--- config.mk ---
export PLATFORM = sky130hd
export DESIGN_NAME = msel_top
export DESIGN_NICKNAME = d
export VERILOG_FILES = /design/src/rtl/msel_pkg.sv /design/src/rtl/msel_lane_qual.sv /design/src/rtl/msel_bus_health.sv /design/src/rtl/msel_slot_track.sv /design/src/rtl/msel_top.sv
export SDC_FILE = /design/constraint.sdc
export NUM_CORES = 1
export LEC_CHECK = 0
export CAP_MARGIN = 20
export CORE_UTILIZATION = 55
export DETAILED_ROUTE_END_ITERATION = 8
export DONT_BUFFER_PORTS = 1
export PLACE_DENSITY = 0.7
export SYNTH_ARGS = -nofsm -noshare
export SYNTH_HDL_FRONTEND = slang
export SYNTH_SLANG_ARGS = --single-unit
--- constraint.sdc ---
create_clock -name clk -period 6.4 [get_ports clk]
set_input_delay 1.28 -clock clk [delete_from_list [all_inputs] [get_ports clk]]
set_output_delay 1.28 -clock clk [all_outputs]
set_load 0.005 [all_outputs]
--- src/rtl/msel_pkg.sv ---
package msel_pkg;

    typedef enum logic {
        BUS_A = 1'b0,
        BUS_B = 1'b1
    } bus_sel_e;

    localparam int NUM_BUS = 2;

endpackage

--- src/rtl/msel_lane_qual.sv ---
module msel_lane_qual #(
    parameter int SLOT_W = 4,
    parameter int NSLOT  = 11
) (
    input  logic              stb_i,
    input  logic [SLOT_W-1:0] slot_i,
    input  logic              present_i,
    input  logic              crc_ok_i,
    input  logic              bus_fault_i,
    output logic              usable_o
);

    logic in_range;

    always_comb begin
        in_range = (32'(slot_i) < NSLOT);
        usable_o = stb_i && in_range && present_i && crc_ok_i && !bus_fault_i;
    end

endmodule

--- src/rtl/msel_bus_health.sv ---
module msel_bus_health #(
    parameter int FAULT_ROUNDS = 3
) (
    input  logic clk,
    input  logic rst_n,
    input  logic round_start_i,
    input  logic round_end_i,
    input  logic usable_i,
    output logic fault_o
);

    localparam int CNT_W = $clog2(FAULT_ROUNDS + 1);

    typedef struct packed {
        logic [CNT_W-1:0] miss;
        logic             heard;
        logic             fault;
    } health_t;

    health_t st_d, st_q;
    logic    heard_now;

    always_comb begin
        st_d      = st_q;
        heard_now = st_q.heard;
        if (round_start_i) begin
            heard_now = 1'b0;
        end
        if (usable_i) begin
            heard_now = 1'b1;
        end
        st_d.heard = heard_now;
        if (round_end_i) begin
            st_d.heard = 1'b0;
            if (!st_q.fault) begin
                if (heard_now) begin
                    st_d.miss = '0;
                end else begin
                    st_d.miss = st_q.miss + 1'b1;
                    if (32'(st_q.miss) + 1 >= FAULT_ROUNDS) begin
                        st_d.fault = 1'b1;
                    end
                end
            end
        end
    end

    always_ff @(posedge clk or negedge rst_n) begin
        if (!rst_n) begin
            st_q <= '0;
        end else begin
            st_q <= st_d;
        end
    end

    assign fault_o = st_q.fault;

endmodule

--- src/rtl/msel_slot_track.sv ---
module msel_slot_track #(
    parameter int NSLOT  = 11,
    parameter int SLOT_W = 4
) (
    input  logic              clk,
    input  logic              rst_n,
    input  logic              round_start_i,
    input  logic              round_end_i,
    input  logic              mark_i,
    input  logic [SLOT_W-1:0] slot_i,
    output logic [NSLOT-1:0]  silent_o
);

    typedef struct packed {
        logic [NSLOT-1:0] seen;
        logic [NSLOT-1:0] hold;
    } track_t;

    track_t st_d, st_q;

    always_comb begin
        st_d = st_q;
        if (round_start_i) begin
            st_d.seen = '0;
            st_d.hold = '0;
        end
        for (int s = 0; s < NSLOT; s++) begin
            if (mark_i && (32'(slot_i) == s)) begin
                st_d.seen[s] = 1'b1;
            end
        end
        if (round_end_i) begin
            st_d.hold = ~st_d.seen;
        end
        silent_o = round_end_i ? ~st_d.seen : st_q.hold;
    end

    always_ff @(posedge clk or negedge rst_n) begin
        if (!rst_n) begin
            st_q <= '0;
        end else begin
            st_q <= st_d;
        end
    end

endmodule

--- src/rtl/msel_top.sv ---
module msel_top
    import msel_pkg::*;
#(
    parameter int PAYLOAD_W    = 16,
    parameter int NUM_SENSOR   = 4,
    parameter int NUM_ACT      = 7,
    parameter int FAULT_ROUNDS = 3,
    parameter int MISM_W       = 4,
    localparam int NSLOT       = NUM_SENSOR + NUM_ACT,
    localparam int SLOT_W      = $clog2(NSLOT)
) (
    input  logic                 clk,
    input  logic                 rst_n,
    input  logic                 round_start_i,
    input  logic                 round_end_i,
    input  logic                 slot_stb_i,
    input  logic [SLOT_W-1:0]    slot_idx_i,
    input  logic                 a_present_i,
    input  logic                 a_crc_ok_i,
    input  logic [PAYLOAD_W-1:0] a_payload_i,
    input  logic                 b_present_i,
    input  logic                 b_crc_ok_i,
    input  logic [PAYLOAD_W-1:0] b_payload_i,
    output logic                 out_valid_o,
    output logic [SLOT_W-1:0]    out_slot_o,
    output logic [PAYLOAD_W-1:0] out_payload_o,
    output logic                 out_bus_o,
    output logic                 out_actuator_o,
    output logic [NSLOT-1:0]     silent_o,
    output logic [1:0]           bus_fault_o,
    output logic [MISM_W-1:0]    mismatch_cnt_o
);

    localparam logic [MISM_W-1:0] MISM_MAX = {MISM_W{1'b1}};

    typedef struct packed {
        logic                 valid;
        logic [SLOT_W-1:0]    slot;
        logic [PAYLOAD_W-1:0] payload;
        bus_sel_e             bus;
        logic                 act;
        logic [MISM_W-1:0]    mism;
    } out_t;

    logic [NUM_BUS-1:0]                present;
    logic [NUM_BUS-1:0]                crc_ok;
    logic [NUM_BUS-1:0][PAYLOAD_W-1:0] payload;
    logic [NUM_BUS-1:0]                usable;
    logic [NUM_BUS-1:0]                fault;
    logic                              any_usable;

    out_t out_d, out_q;

    assign present = {b_present_i, a_present_i};
    assign crc_ok  = {b_crc_ok_i, a_crc_ok_i};
    assign payload = {b_payload_i, a_payload_i};

    for (genvar g = 0; g < NUM_BUS; g++) begin : g_lane
        msel_lane_qual #(
            .SLOT_W (SLOT_W),
            .NSLOT  (NSLOT)
        ) qual_i (
            .stb_i       (slot_stb_i),
            .slot_i      (slot_idx_i),
            .present_i   (present[g]),
            .crc_ok_i    (crc_ok[g]),
            .bus_fault_i (fault[g]),
            .usable_o    (usable[g])
        );

        msel_bus_health #(
            .FAULT_ROUNDS (FAULT_ROUNDS)
        ) health_i (
            .clk           (clk),
            .rst_n         (rst_n),
            .round_start_i (round_start_i),
            .round_end_i   (round_end_i),
            .usable_i      (usable[g]),
            .fault_o       (fault[g])
        );
    end

    assign any_usable = |usable;

    msel_slot_track #(
        .NSLOT  (NSLOT),
        .SLOT_W (SLOT_W)
    ) track_i (
        .clk           (clk),
        .rst_n         (rst_n),
        .round_start_i (round_start_i),
        .round_end_i   (round_end_i),
        .mark_i        (any_usable),
        .slot_i        (slot_idx_i),
        .silent_o      (silent_o)
    );

    always_comb begin
        out_d       = out_q;
        out_d.valid = any_usable;
        if (any_usable) begin
            out_d.slot = slot_idx_i;
            out_d.act  = (32'(slot_idx_i) >= NUM_SENSOR);
            if (usable[0]) begin
                out_d.bus     = BUS_A;
                out_d.payload = payload[0];
            end else begin
                out_d.bus     = BUS_B;
                out_d.payload = payload[1];
            end
        end
        if (usable[0] && usable[1] && (payload[0] != payload[1])
            && (out_q.mism != MISM_MAX)) begin
            out_d.mism = out_q.mism + 1'b1;
        end
    end

    always_ff @(posedge clk or negedge rst_n) begin
        if (!rst_n) begin
            out_q <= '0;
        end else begin
            out_q <= out_d;
        end
    end

    assign out_valid_o    = out_q.valid;
    assign out_slot_o     = out_q.slot;
    assign out_payload_o  = out_q.payload;
    assign out_bus_o      = out_q.bus;
    assign out_actuator_o = out_q.act;
    assign mismatch_cnt_o = out_q.mism;
    assign bus_fault_o    = fault;

endmodule

---- Word-level counts from Yosys, hierarchy flattened ----
Cells that the tools add are included.
storage, ports and cells
  input port bits ......................... 45
  register bits ........................... 57
  output and inout bits ................... 40
  logic and storage cells ................. 95
operators by class
  order comparisons ....................... 4
  eq/ne operators ......................... 12
  bitwise logic cells ..................... 3
  mux-type cells .......................... 29
  add/sub/neg operators ................... 5
  reductions and logical operators ........ 28
operator list
  cell                                                                    number
  32-bit by 2-bit >= comparator with 1-bit output, second input constant  2
  11-bit two-way mux                                                      2
  22-bit two-way mux                                                      1
  1-bit logical AND                                                       21
  1-bit two-way mux                                                       21
  17-bit two-way mux                                                      1
  4-bit by 3-bit equality test with 1-bit output, second input constant   4
  16-bit != test                                                          1
  4-bit equality test, second input constant                              3
  11-bit inverter                                                         1
  4-bit by 2-bit equality test with 1-bit output, second input constant   2
  2-bit two-way mux                                                       4
  2-bit by 1-bit adder with 3-bit output, second input constant           2
  2-bit by 1-bit adder with 2-bit output, second input constant           2
  4-bit by 1-bit adder with 4-bit output, second input constant           1
  4-bit by 1-bit equality test with 1-bit output, second input constant   1
  4-bit by 3-bit >= comparator with 1-bit output, second input constant   1
  4-bit logical NOT                                                       1
  4-bit < comparator, second input constant                               1
  4-bit != test, second input constant                                    1
  2-bit AND reduction                                                     2
  1-bit logical NOT                                                       2
  1-bit inverter                                                          2
  2-bit nonzero test                                                      1
  2-bit OR reduction                                                      1

---- Depth between registers and ports, before layout ----
Gate-level depths: netlist (run 1).
  word-level depth ........................ 10
  depth in mapped cells ................... 7
  gate-level depth less buffers ........... 5

---- Hierarchy ----
A second synthesis (run 1) with hierarchy kept.
unflattened totals
  cell total of the unflattened synthesis .. 269
  area, all modules ....................... 2,836.5 um^2
modules (own cells, without submodules)
  module           instances  sequential area each (um^2)  area an instance (um^2)  cells each
  msel_top         1          675.6                        1,345.0                  127
  msel_slot_track  1          550.5                        1,033.5                  100
  msel_bus_health  2          100.1                        203.9                    18
  msel_lane_qual   2          0.0                          25.0                     3

---- Least setup slack after synthesis (run 1) ----
Ideal clock, no wire load.
  path kind ............................... input to output
  start point ............................. input slot_idx_i[0]
  end point ............................... output silent_o[10]
  arrival time ............................ 2,608 ps
  stages .................................. 7
  setup slack ............................. 2,512 ps
  required time ........................... 5,120 ps
  cells stage by stage .................... buf_2 a21o_1 a221o_1 buf_6 nor3_4 a22oi_2 mux2_4
between the ends
  cells in the longest elaborated chain, start to end .. 10
  elaborated cells between the ends (all ways) .. 14
RTL lines
  what                            line                   text
  start: declaration              msel_top.sv:17         input logic [SLOT_W-1:0] slot_idx_i,
  4-bit < comparator              msel_lane_qual.sv:16   in_range = (32'(slot_i) < NSLOT);
  1-bit logical AND (4 in a row)  msel_lane_qual.sv:17   usable_o = stb_i && in_range && present_i && crc_ok_i && !bus_fault_i;
  2-bit OR reduction              msel_top.sv:83         assign any_usable = |usable;
  1-bit logical AND (*)           msel_slot_track.sv:28  if (mark_i && (32'(slot_i) == s)) begin
  1-bit two-way mux (*)           msel_slot_track.sv:28
  11-bit inverter (*)             msel_slot_track.sv:35  silent_o = round_end_i ? ~st_d.seen : st_q.hold;
  11-bit two-way mux (*)          msel_slot_track.sv:35
  end: declaration                msel_top.sv:29         output logic [NSLOT-1:0] silent_o,
Every way passes the cells marked *; elsewhere a longest branch is shown, timed or not.

---- Final worst setup path (run 1) ----
  start point ............................. input a_crc_ok_i
  end point ............................... output silent_o[9]
between the ends
  cells in the longest elaborated chain, start to end .. 7
RTL lines
  what                            line                   text
  start: declaration              msel_top.sv:19         input logic a_crc_ok_i,
  1-bit logical AND (2 in a row)  msel_lane_qual.sv:17
  2-bit OR reduction              msel_top.sv:83
  1-bit logical AND               msel_slot_track.sv:28
  1-bit two-way mux               msel_slot_track.sv:28
  11-bit inverter                 msel_slot_track.sv:35
  11-bit two-way mux              msel_slot_track.sv:35
Every way passes these cells.

==> flow_summary.toml, run 1 <==
[pwr]
peakVddDrop_uv = 178.8
leakagePower_uw = 0.001419
pwr-share-seq_pct = 53.0
clkPwrFrac_pct = 35.9
swShare_pct = 26.57
powerDensity_nw_per_um2 = 313.9
p_sw_uw = 256.7
combPwrFrac_pct = 11.1
p_int_uw = 709.1

[final_layout]
layout.cells.non_filler = 348
nNetsFinal = 326
drive_above_1_share_pct = 9.609
final_cell_mix = "57 x dfrtp_1, 41 x nand2_1, 30 x o21ai_0"
design_area_um2 = 3077
layout_commonest_cell = "dfrtp_1"
syn_to_final_growth_pct = 8.040
n_antenna_cell = 0

[floorplan]
fp.dieW_um = 73.96
num_rows = 25
core-area_um2 = 4848
dieHeight_um = 73.96
initial_utilization_pct = 58.74
fp.dieArea_um2 = 5469
pin_count = 85

[global_route]
grt.overflow.total = 0
grt_pass1_wl_um = 8949
grt_use_total_pct = 22.28
antenna_found_initial = 0
grt_max_degree = 58
grt_pass1_vias = 1905

[logic_synthesis]
synthCells = 278
synth.top_cell.area_share_pct = 50.09
synth.avg_cell_area_um2 = 10.24
yosysWarningCount = 0
synth_largest_area_cell = "dfrtp_1"
ys_seq_elements = 57
ys_seq_area_share_pct = 50.09
synthTopCellsByArea = "dfrtp_1 50%, mux2i_1 5.6%, nand2_1 5.4%, o21ai_0 5.3%, xor2_1 4.9%"
ys_types = 40
synthesis.area_um2 = 2848
syn-num-nets = 328

[clocking]
clock_sinks = 57
tritoncts = "done"
cts_resized = 0
clock_latency_ns = 0.33
clkTransAtPathRegs_ns = 0.06
h-tree-depth = 3
clock_path_buffers = 2
numCtsBuffers = 9
hold_buffers = 0
root_buffer = "clkbuf_8"
post_cts_buffers = 0

[sta]
tightest_slew_ns = 0.6248
min_period_ns = 4.033
holdWs_ns = 0.4833
skew_ns = 0.004119
hold_violations = 0
post-route-period-util_pct = 63.02
fin_setup_tns_ns = 0
worst_slack_ns = 2.367
slew_violations = 0
relSlewSlack_pct = 58.27
setup_viol = 0
rsz0062_at_grt = "false"
fmax_mhz = 248.0

[critical_path]
path_class = "primary input to output port"
reg2reg_to = "track_i.st_q[10]$_DFFE_PN0P_"
path_buf_inv = 1
required_ns = 5.12
r2r_start = "g_lane[0].health_i.fault_o$_DFFE_PN0P_"
cp_top_family = "compound AO/OA/AOI/OAI gates"
cp.arrival_ns = 2.75
reg2reg_slack_ns = 4.29
cp-end-kind = "output port"
reg2regPathDepth = 6
cp-start-kind = "primary input"
critical_path_cell_count = 6
crit_chain = "nand3b_1 -> a221o_1 -> buf_4 -> nor3_4 -> a22oi_2 -> mux2_4"
path_max_fanout = 38
slowest_stage = "a221o_1"
endpoint = "silent_o[9]"
startpoint = "a_crc_ok_i"
max_stage_delay_ns = 0.40

[routing]
vias = 1900
wl_per_cell_um = 15.72
post-route-drc-count = 0
antenna_left = 0
first_iter_violations = 109
totalWireLength_um = 5471
viasPerCell = 5.460
firstDrtPassIters = 4

[job]
max_cap_violations = 0

[placement]
dp.cells = 332
port_buffers = 0
gp_congestion = 0.7182
dp_hpwl_um = 3832
pre_cts_ws_ns = 2.350
postPlaceCellArea_um2 = 2869

[min_path]
holdCritPathClass = "register to register"

[status]
outcome = "completed"
cells in the mapped netlist:
| cell | n |
|---|---|
| o21bai_1 | 2 |
| o22ai_1 | 4 |
| buf_6 | 2 |
| nor2b_1 | 4 |
| xnor2_1 | 3 |
| clkbuf_1 | 7 |
| mux2_4 | 3 |
| mux2i_1 | 16 |
| inv_1 | 22 |
| o21a_1 | 1 |
| mux2_2 | 1 |
| a2111oi_2 | 1 |
| o221ai_1 | 4 |
| nor3_4 | 1 |
| buf_4 | 3 |
| and3_1 | 1 |
| buf_2 | 2 |
| or2_2 | 1 |
| buf_1 | 1 |
| o21ai_0 | 30 |
| a21o_1 | 7 |
| a22oi_2 | 3 |
| nand2_1 | 41 |
| nand3_1 | 2 |
| nor4_1 | 4 |
| o2bb2ai_1 | 1 |
| nand3b_1 | 2 |
| xor2_1 | 16 |
| a31oi_1 | 1 |
| a22o_1 | 3 |
| a211oi_2 | 1 |
| dfrtp_1 | 57 |
| nand2b_1 | 8 |
| nor3_1 | 2 |
| nand4_1 | 4 |
| nor2_1 | 5 |
| o31ai_1 | 2 |
| a221o_1 | 1 |
| o211ai_1 | 4 |
| ha_1 | 5 |
power by group through the flow:
stage / clock network (µW) / logic [µW] / registers (µW)
after CTS: 355 / 110 / 514
after global placement: 0 / 102 / 517
after detailed placement: 0 / 109 / 520
final: 347 / 107 / 512
after global routing: 374 / 130 / 525
after floorplan: 0 / 96.5 / 499
stage by stage:
stage | power [µW] | util, %
CTS | 978.2 | 63.46
global placement | 619.0 | 59.17
global route | 1029 | 63.46
floorplan | 595.0 | -
detailed placement | 628.4 | 59.17
finish | 965.8 | 63.46
area by class of cell:
| cell class | instances | area, µm² |
|---|---|---|
| Fill cell | 420 | 1772 |
| Sequential cell | 57 | 1426 |
| Multi-Input combinational cell | 184 | 1261 |
| Clock buffer | 14 | 172.7 |
| Tap cell | 67 | 83.83 |
| Inverter | 22 | 82.58 |
| Clock inverter | 2 | 35.03 |
| Timing Repair Buffer | 2 | 15.01 |
state kept, by name, indices dropped and copies added (netlist names):
| signal | flops |
|---|---|
| g_lane.health_i.fault_o | 2 |
| out_slot_o | 4 |
| g_lane.health_i.st_q | 6 |
| track_i.st_q | 22 |
| out_valid_o | 1 |
| out_bus_o | 1 |
| out_payload_o | 16 |
| out_actuator_o | 1 |
| mismatch_cnt_o | 4 |
how the worst min path moves through the flow:
stage / startpoint / to / slack (ns) / cells past startpoint
finish: track_i.st_q[7]$_DFFE_PN0P_ / track_i.st_q[7]$_DFFE_PN0P_ / 0.48 / 2
global route: track_i.st_q[7]$_DFFE_PN0P_ / track_i.st_q[7]$_DFFE_PN0P_ / 0.52 / 2
CTS: track_i.st_q[6]$_DFFE_PN0P_ / track_i.st_q[6]$_DFFE_PN0P_ / 0.49 / 2
detailed placement: track_i.st_q[7]$_DFFE_PN0P_ / track_i.st_q[7]$_DFFE_PN0P_ / 0.47 / 2
global placement: track_i.st_q[4]$_DFFE_PN0P_ / track_i.st_q[4]$_DFFE_PN0P_ / 0.46 / 2
floorplan: track_i.st_q[4]$_DFFE_PN0P_ / track_i.st_q[4]$_DFFE_PN0P_ / 0.45 / 2
metal layers:
layer | global-route usage [%] | vias to the layer above | part of all wire, %
li1 | - | 949 | -
met1 | 30.27 | 894 | 45
met2 | 31.82 | 49 | 46
met3 | 8.943 | 8 | 7.5
met4 | 9.188 | 0 | 1.3
met5 | 0 | - | 0
worst min-delay path, stage by stage (launching register included):
cell	delay (ns)
dfrtp_1	0.35
nand2_1	0.05
nand2_1	0.05
kinds of logic (layout without fill, tap and decap cells):
| kind of cell | count (synthesis) | after routing | share of synthesized area, % |
|---|---|---|---|
| DFF | 57 | 57 | 50.09 |
| xor gates and xnor gates | 19 | 19 | 5.844 |
| and+or+nand+nor | 75 | 75 | 12.70 |
| buffers and inverters | 37 | 40 | 5.887 |
| AOI/OAI and AO/OA | 65 | 65 | 15.69 |
| adders and majority gates | 5 | 5 | 2.197 |
| muxes | 20 | 20 | 7.601 |
Power figures use the tool's default switching activity.
==> run 2, diff against run 1 <==
--- a/config.mk
+++ b/config.mk
@@ -5,6 +5,7 @@
 export SDC_FILE = /design/constraint.sdc
 export NUM_CORES = 1
 export LEC_CHECK = 0
+export ABC_AREA = 1
 export CAP_MARGIN = 20
 export CORE_UTILIZATION = 55
 export DETAILED_ROUTE_END_ITERATION = 8
==> constraint.sdc (replaced) <==
create_clock -name clk -period 4 [get_ports clk]
set_input_delay 0.8 -clock clk [delete_from_list [all_inputs] [get_ports clk]]
set_output_delay 0.8 -clock clk [all_outputs]
set_load 0.005 [all_outputs]
==> flow_summary.toml, run 2 <==
[final_layout]
largest_reg_flops = 22
nNetsFinal = 455
fillCellCount = 466
top_register = "track_i.st_q"
syn_to_final_growth_pct = 6.049
design_area_um2 = 3224
drive_above_1_share_pct = 7.073
layout_commonest_cell = "nand2_1"
utilization_pct = 61.95
final_cell_mix = "174 x nand2_1, 57 x dfrtp_1, 44 x inv_1"
n_antenna_cell = 0

[global_route]
antenna_found_initial = 0
grt_use_total_pct = 24.69
grt_max_degree = 58
grt_pass1_vias = 2335
grt.overflow.total = 0
grt_pass1_wl_um = 11120

[critical_path]
startpoint = "slot_idx_i[1]"
slowest_stage = "nand2_4"
cp-end-kind = "output port"
cp-start-kind = "primary input"
path_max_fanout = 36
crit_chain = "nand2_1 -> inv_2 -> o21ai_2 -> nand3_2 -> nand2_4 -> nand3_1 -> nand3_1 -> nand2_1"
reg2reg_slack_ns = 2.25
r2r_start = "g_lane[0].health_i.fault_o$_DFFE_PN0P_"
path_class = "primary input to output port"
required_ns = 3.20
max_stage_delay_ns = 0.35
cp.arrival_ns = 1.96

[clocking]
h-tree-depth = 3
clock_sinks = 57
tritoncts = "done"
clkTransAtPathRegs_ns = 0.07
clock_latency_ns = 0.33
cts_resized = 0
post_cts_buffers = 0
clock_path_buffers = 2
hold_buffers = 0
numCtsBuffers = 9
root_buffer = "clkbuf_8"

[sta]
setup_viol = 0
rsz0062_at_grt = "false"
post-route-period-util_pct = 68.95
slew_violations = 0
hold_violations = 0
fin_setup_tns_ns = 0
fmax_mhz = 362.6
relSlewSlack_pct = 44.85
min_period_ns = 2.758
holdWs_ns = 0.1595
skew_ns = 0.007726
tightest_slew_ns = 0.8242

[logic_synthesis]
synth_common_cells = "174 x nand2_1, 57 x dfrtp_1, 44 x inv_1, 40 x nand3_1, 26 x nor2_1"
synthCells = 409
synthTopCellsByArea = "dfrtp_1 47%, nand2_1 21%, nand3_1 6.6%, inv_1 5.4%, o211ai_1 4.0%"
synthesis.area_um2 = 3040
synth_fa_ha_area_share_pct = 2.058
synth.avg_cell_area_um2 = 7.434
yosys.area_share.xor_xnor_pct = 0.2881
ys_seq_elements = 57
yosysMostFrequentCell = "nand2_1"
synth_top_family_by_area = "simple AND/OR/NAND/NOR gates"
async_reset_ff_share_pct = 100.0
synth.top_cell.area_share_pct = 46.91
synth_largest_area_cell = "dfrtp_1"
muxShareOfSynthArea_pct = 0
ys_types = 23
synth-compound-area-share_pct = 6.296
dominantRegCellSynth = "dfrtp_1"
synth_edf_count = 0
ys_seq_area_share_pct = 46.91
synthSimpleGateAreaFrac_pct = 35.72
yosysWarningCount = 0
syn-num-nets = 459

[routing]
vias = 2476
viasPerCell = 5.158
firstDrtPassIters = 4
wl_per_cell_um = 13.93
first_iter_violations = 82
antenna_left = 0
post-route-drc-count = 0
totalWireLength_um = 6687

[floorplan]
num_rows = 26
initial_utilization_pct = 58.41
core-area_um2 = 5205
pin_count = 85
dieHeight_um = 76.35
fp.dieArea_um2 = 5829
fp.dieW_um = 76.35

[placement]
port_buffers = 0
dp_hpwl_um = 4528
postPlaceCellArea_um2 = 3050
gp_congestion = 0.7610

[job]
max_cap_violations = 0

[min_path]
holdCritPathClass = "primary input to async pin"

[pwr]
leakagePower_uw = 0.001867
peakVddDrop_uv = 239.3
powerDensity_nw_per_um2 = 459.2

[status]
outcome = "completed"
## run 2: cell count changes in the layout (fill, tap and decap cells not counted), sizes merged, moves of 7 or more
cell	before	now
mux2i	16	0
nand2	41	175
o21ai	30	9
nor2	5	26
nand3	2	49
nand2b	8	0
o211ai	4	16
inv	22	46
a21o	7	0
xor2	16	0
## run 2: power breakdown
part,switching (µW),internal [µW],leakage (µW)
Sequential,103,703,0.000725
Combinational,105,92.3,0.00105
Clock,221,256,0.0000932
## run 2: worst max-delay path, delay by kind of cell
family,cells,cell delay [ns]
AOI/OAI and AO/OA,1,0.19
buffers and inverters,1,0.06
and+or+nand+nor,6,0.90
## run 2: final timing paths
kind	to	depth (start not counted)
worst min register to register	track_i.st_q[19]$_DFF_PN0_	2
worst max-delay path	silent_o[5]	8
min in group clk	track_i.st_q[19]$_DFF_PN0_	2
worst min-delay path	g_lane[1].health_i.fault_o$_DFFE_PN0P_	0
max in group asynchronous	out_payload_o[10]$_DFFE_PN0P_	0
worst max register to register	g_lane[0].health_i.st_q[2]$_DFFE_PN0P_	8
## run 2: per-layer routing
metal | GRT usage [%] | wire (µm) | vias to the layer above
met1 | 31.67 | 3049 | 1124
met3 | 7.305 | 455 | 11
met2 | 38.47 | 3065 | 68
met5 | 0 | 0 | -
li1 | - | - | 1273
met4 | 11.54 | 116 | 0
## run 2: kinds of logic (layout without fill, tap and decap cells)
family	after synthesis	after routing
simple gates	254	254
buf+inv	63	64
fa+ha+maj	5	5
xor+xnor	1	1
flops	57	57
compound gates	29	29
## run 2: final cells by class
cell class	count	area [µm²]	area share, %
clock buffers	13	158.9	4.928
clock inverters	3	15.01	0.4657
inverters	46	172.7	5.355
multi-input cells	289	1349	41.83
flip-flops and latches	57	1426	44.24
well taps	70	87.58	2.716
repair buffers	2	15.01	0.4657
## run 2: per-stage QoR
stage / worst slack, ns / std cells / total power, µW
6_report: 1.242 / 480 / 1481
5_1_grt: 1.043 / 480 / 1577
4_1_cts: 1.235 / 480 / 1495
3_5_place_dp: 1.237 / 464 / 1016
3_3_place_gp: 1.244 / 464 / 1009
2_1_floorplan: 1.492 / 409 / 959.3
==> run 3, diff against run 2 <==
==> constraint.sdc (replaced) <==
create_clock -name clk -period 2.7 [get_ports clk]
set_input_delay 0.54 -clock clk [delete_from_list [all_inputs] [get_ports clk]]
set_output_delay 0.54 -clock clk [all_outputs]
set_load 0.005 [all_outputs]
==> flow_summary.toml, run 3 (synthesized netlist as in run 2, its figures left out) <==
[status]
outcome = "completed"

[final_layout]
multi_input_area_um2 = 1349
layout_commonest_cell = "nand2_1"
seq_area_um2 = 1426
utilization_pct = 62.60
final_cell_mix = "174 x nand2_1, 57 x dfrtp_1, 44 x inv_1"
syn_to_final_growth_pct = 7.160
fillCellCount = 517
drive_above_1_share_pct = 7.561
nNetsFinal = 456
top_register = "track_i.st_q"
n_antenna_cell = 0
largest_reg_flops = 22

[clocking]
h-tree-depth = 3
numCtsBuffers = 9
tritoncts = "done"
clkTransAtPathRegs_ns = 0.06
clock_sinks = 57
post_cts_buffers = 0
clock_path_buffers = 2
root_buffer = "clkbuf_8"
clock_latency_ns = 0.32

[critical_path]
reg2reg_to = "g_lane[0].health_i.st_q[2]$_DFFE_PN0P_"
cp-start-kind = "register"
r2r_start = "g_lane[0].health_i.fault_o$_DFFE_PN0P_"
cp.arrival_ns = 1.93
required_ns = 2.16
path_max_fanout = 36
reg2regPathDepth = 8
cp-end-kind = "output port"
startpoint = "g_lane[0].health_i.fault_o$_DFFE_PN0P_"
path_class = "register to output port"
reg2reg_slack_ns = 0.93

[routing]
met2WireLength_um = 3167
first_iter_violations = 134
firstDrtPassIters = 4
vias = 2486
viasPerCell = 5.179
wl_per_cell_um = 13.75
dr_wl_met3_um = 469
post-route-drc-count = 0
antenna_left = 0
totalWireLength_um = 6601
top_layer_used = "met4"
wl_met1_um = 2814

[pwr]
p_int_uw = 1582
swShare_pct = 29.13
clkPwrFrac_pct = 32.3
combPwrFrac_pct = 14.0
leakagePower_uw = 0.001885
powerDensity_nw_per_um2 = 684.9
pwr-share-seq_pct = 53.6
peakVddDrop_uv = 433.2
p_sw_uw = 650.1

[placement]
port_buffers = 0
dp_hpwl_um = 4583
gp_congestion = 0.7906

[global_route]
grt_pass1_wl_um = 11590
grt_pass1_vias = 2571
grt_max_degree = 58
grt.overflow.total = 0
grt_use_total_pct = 25.19
antenna_found_initial = 0

[sta]
min_period_ns = 2.473
post-route-period-util_pct = 91.60
rsz0062_at_grt = "false"
hold_violations = 0
slew_violations = 0
setup_viol = 0
tightest_slew_ns = 0.7745
skew_ns = 0.006079
fin_setup_tns_ns = 0
relSlewSlack_pct = 48.17
fmax_mhz = 404.3

[floorplan]
pin_count = 85
fp.dieW_um = 76.35
num_rows = 26
initial_utilization_pct = 58.41
core-area_um2 = 5205
dieHeight_um = 76.35
fp.dieArea_um2 = 5829

[min_path]
holdCritPathClass = "primary input to async pin"

[job]
max_cap_violations = 0
run 3: cell count changes in the layout (fill, tap and decap cells not counted), sizes merged:
cell / change
buf: +1
clkbuf: -1
run 3: per-stage QoR:
step | cells | hold WS (ns) | power [µW] | cell area (µm²) | setup WS, ns
finish | 480 | 0.07877 | 2232 | 3258 | 0.2267
global route | 480 | 0.08884 | 2365 | 3258 | 0.01347
CTS | 480 | 0.08867 | 2248 | 3258 | 0.2271
detailed placement | 464 | 0.2456 | 1509 | 3050 | 0.4519
global placement | 464 | 0.2458 | 1493 | 3050 | 0.4684
floorplan | 409 | 0.2444 | 1421 | 3040 | 0.7118
run 3: cell type report:
class,instances,share of cell area (%)
sequential,57,43.78
multi-input combinational,289,41.40
inverter,46,5.300
clock buffer,12,5.069
tap,70,2.688
timing repair buffer,3,1.306
clock inverter,3,0.4608
run 3: what timing repair did:
item,CTS,global route
endpoints found under the hold margin,57,0
gates resized for setup,0,0
hold buffers,1,0
run 3: worst max-delay path by stage:
stage | end | slack (ns)
after floorplan | silent_o[2] | 0.71
after global placement | silent_o[7] | 0.47
after detailed placement | silent_o[7] | 0.45
after CTS | silent_o[7] | 0.23
after global routing | silent_o[7] | 0.01
final | silent_o[7] | 0.23
run 3: power by group through the flow:
stage	clock network, µW	logic (µW)	registers [µW]
6_report	721	313	1200
5_1_grt	769	380	1220
4_1_cts	728	320	1200
3_5_place_dp	0	298	1210
3_3_place_gp	0	283	1210
2_1_floorplan	0	259	1160
run 3: routing by layer:
| metal | vias up | global-route usage [%] |
|---|---|---|
| met5 | - | 0 |
| met1 | 1125 | 30.54 |
| li1 | 1275 | - |
| met4 | 0 | 12.31 |
| met2 | 74 | 41.26 |
| met3 | 12 | 7.066 |
run 3: critical path: stages (launching register included):
cell and delay, ns:
dfrtp_1 0.43, inv_1 0.10, and3_1 0.28, nand3_4 0.11, nand2_4 0.34, nand3_1 0.15
nand3_1 0.13, nand2_1 0.08
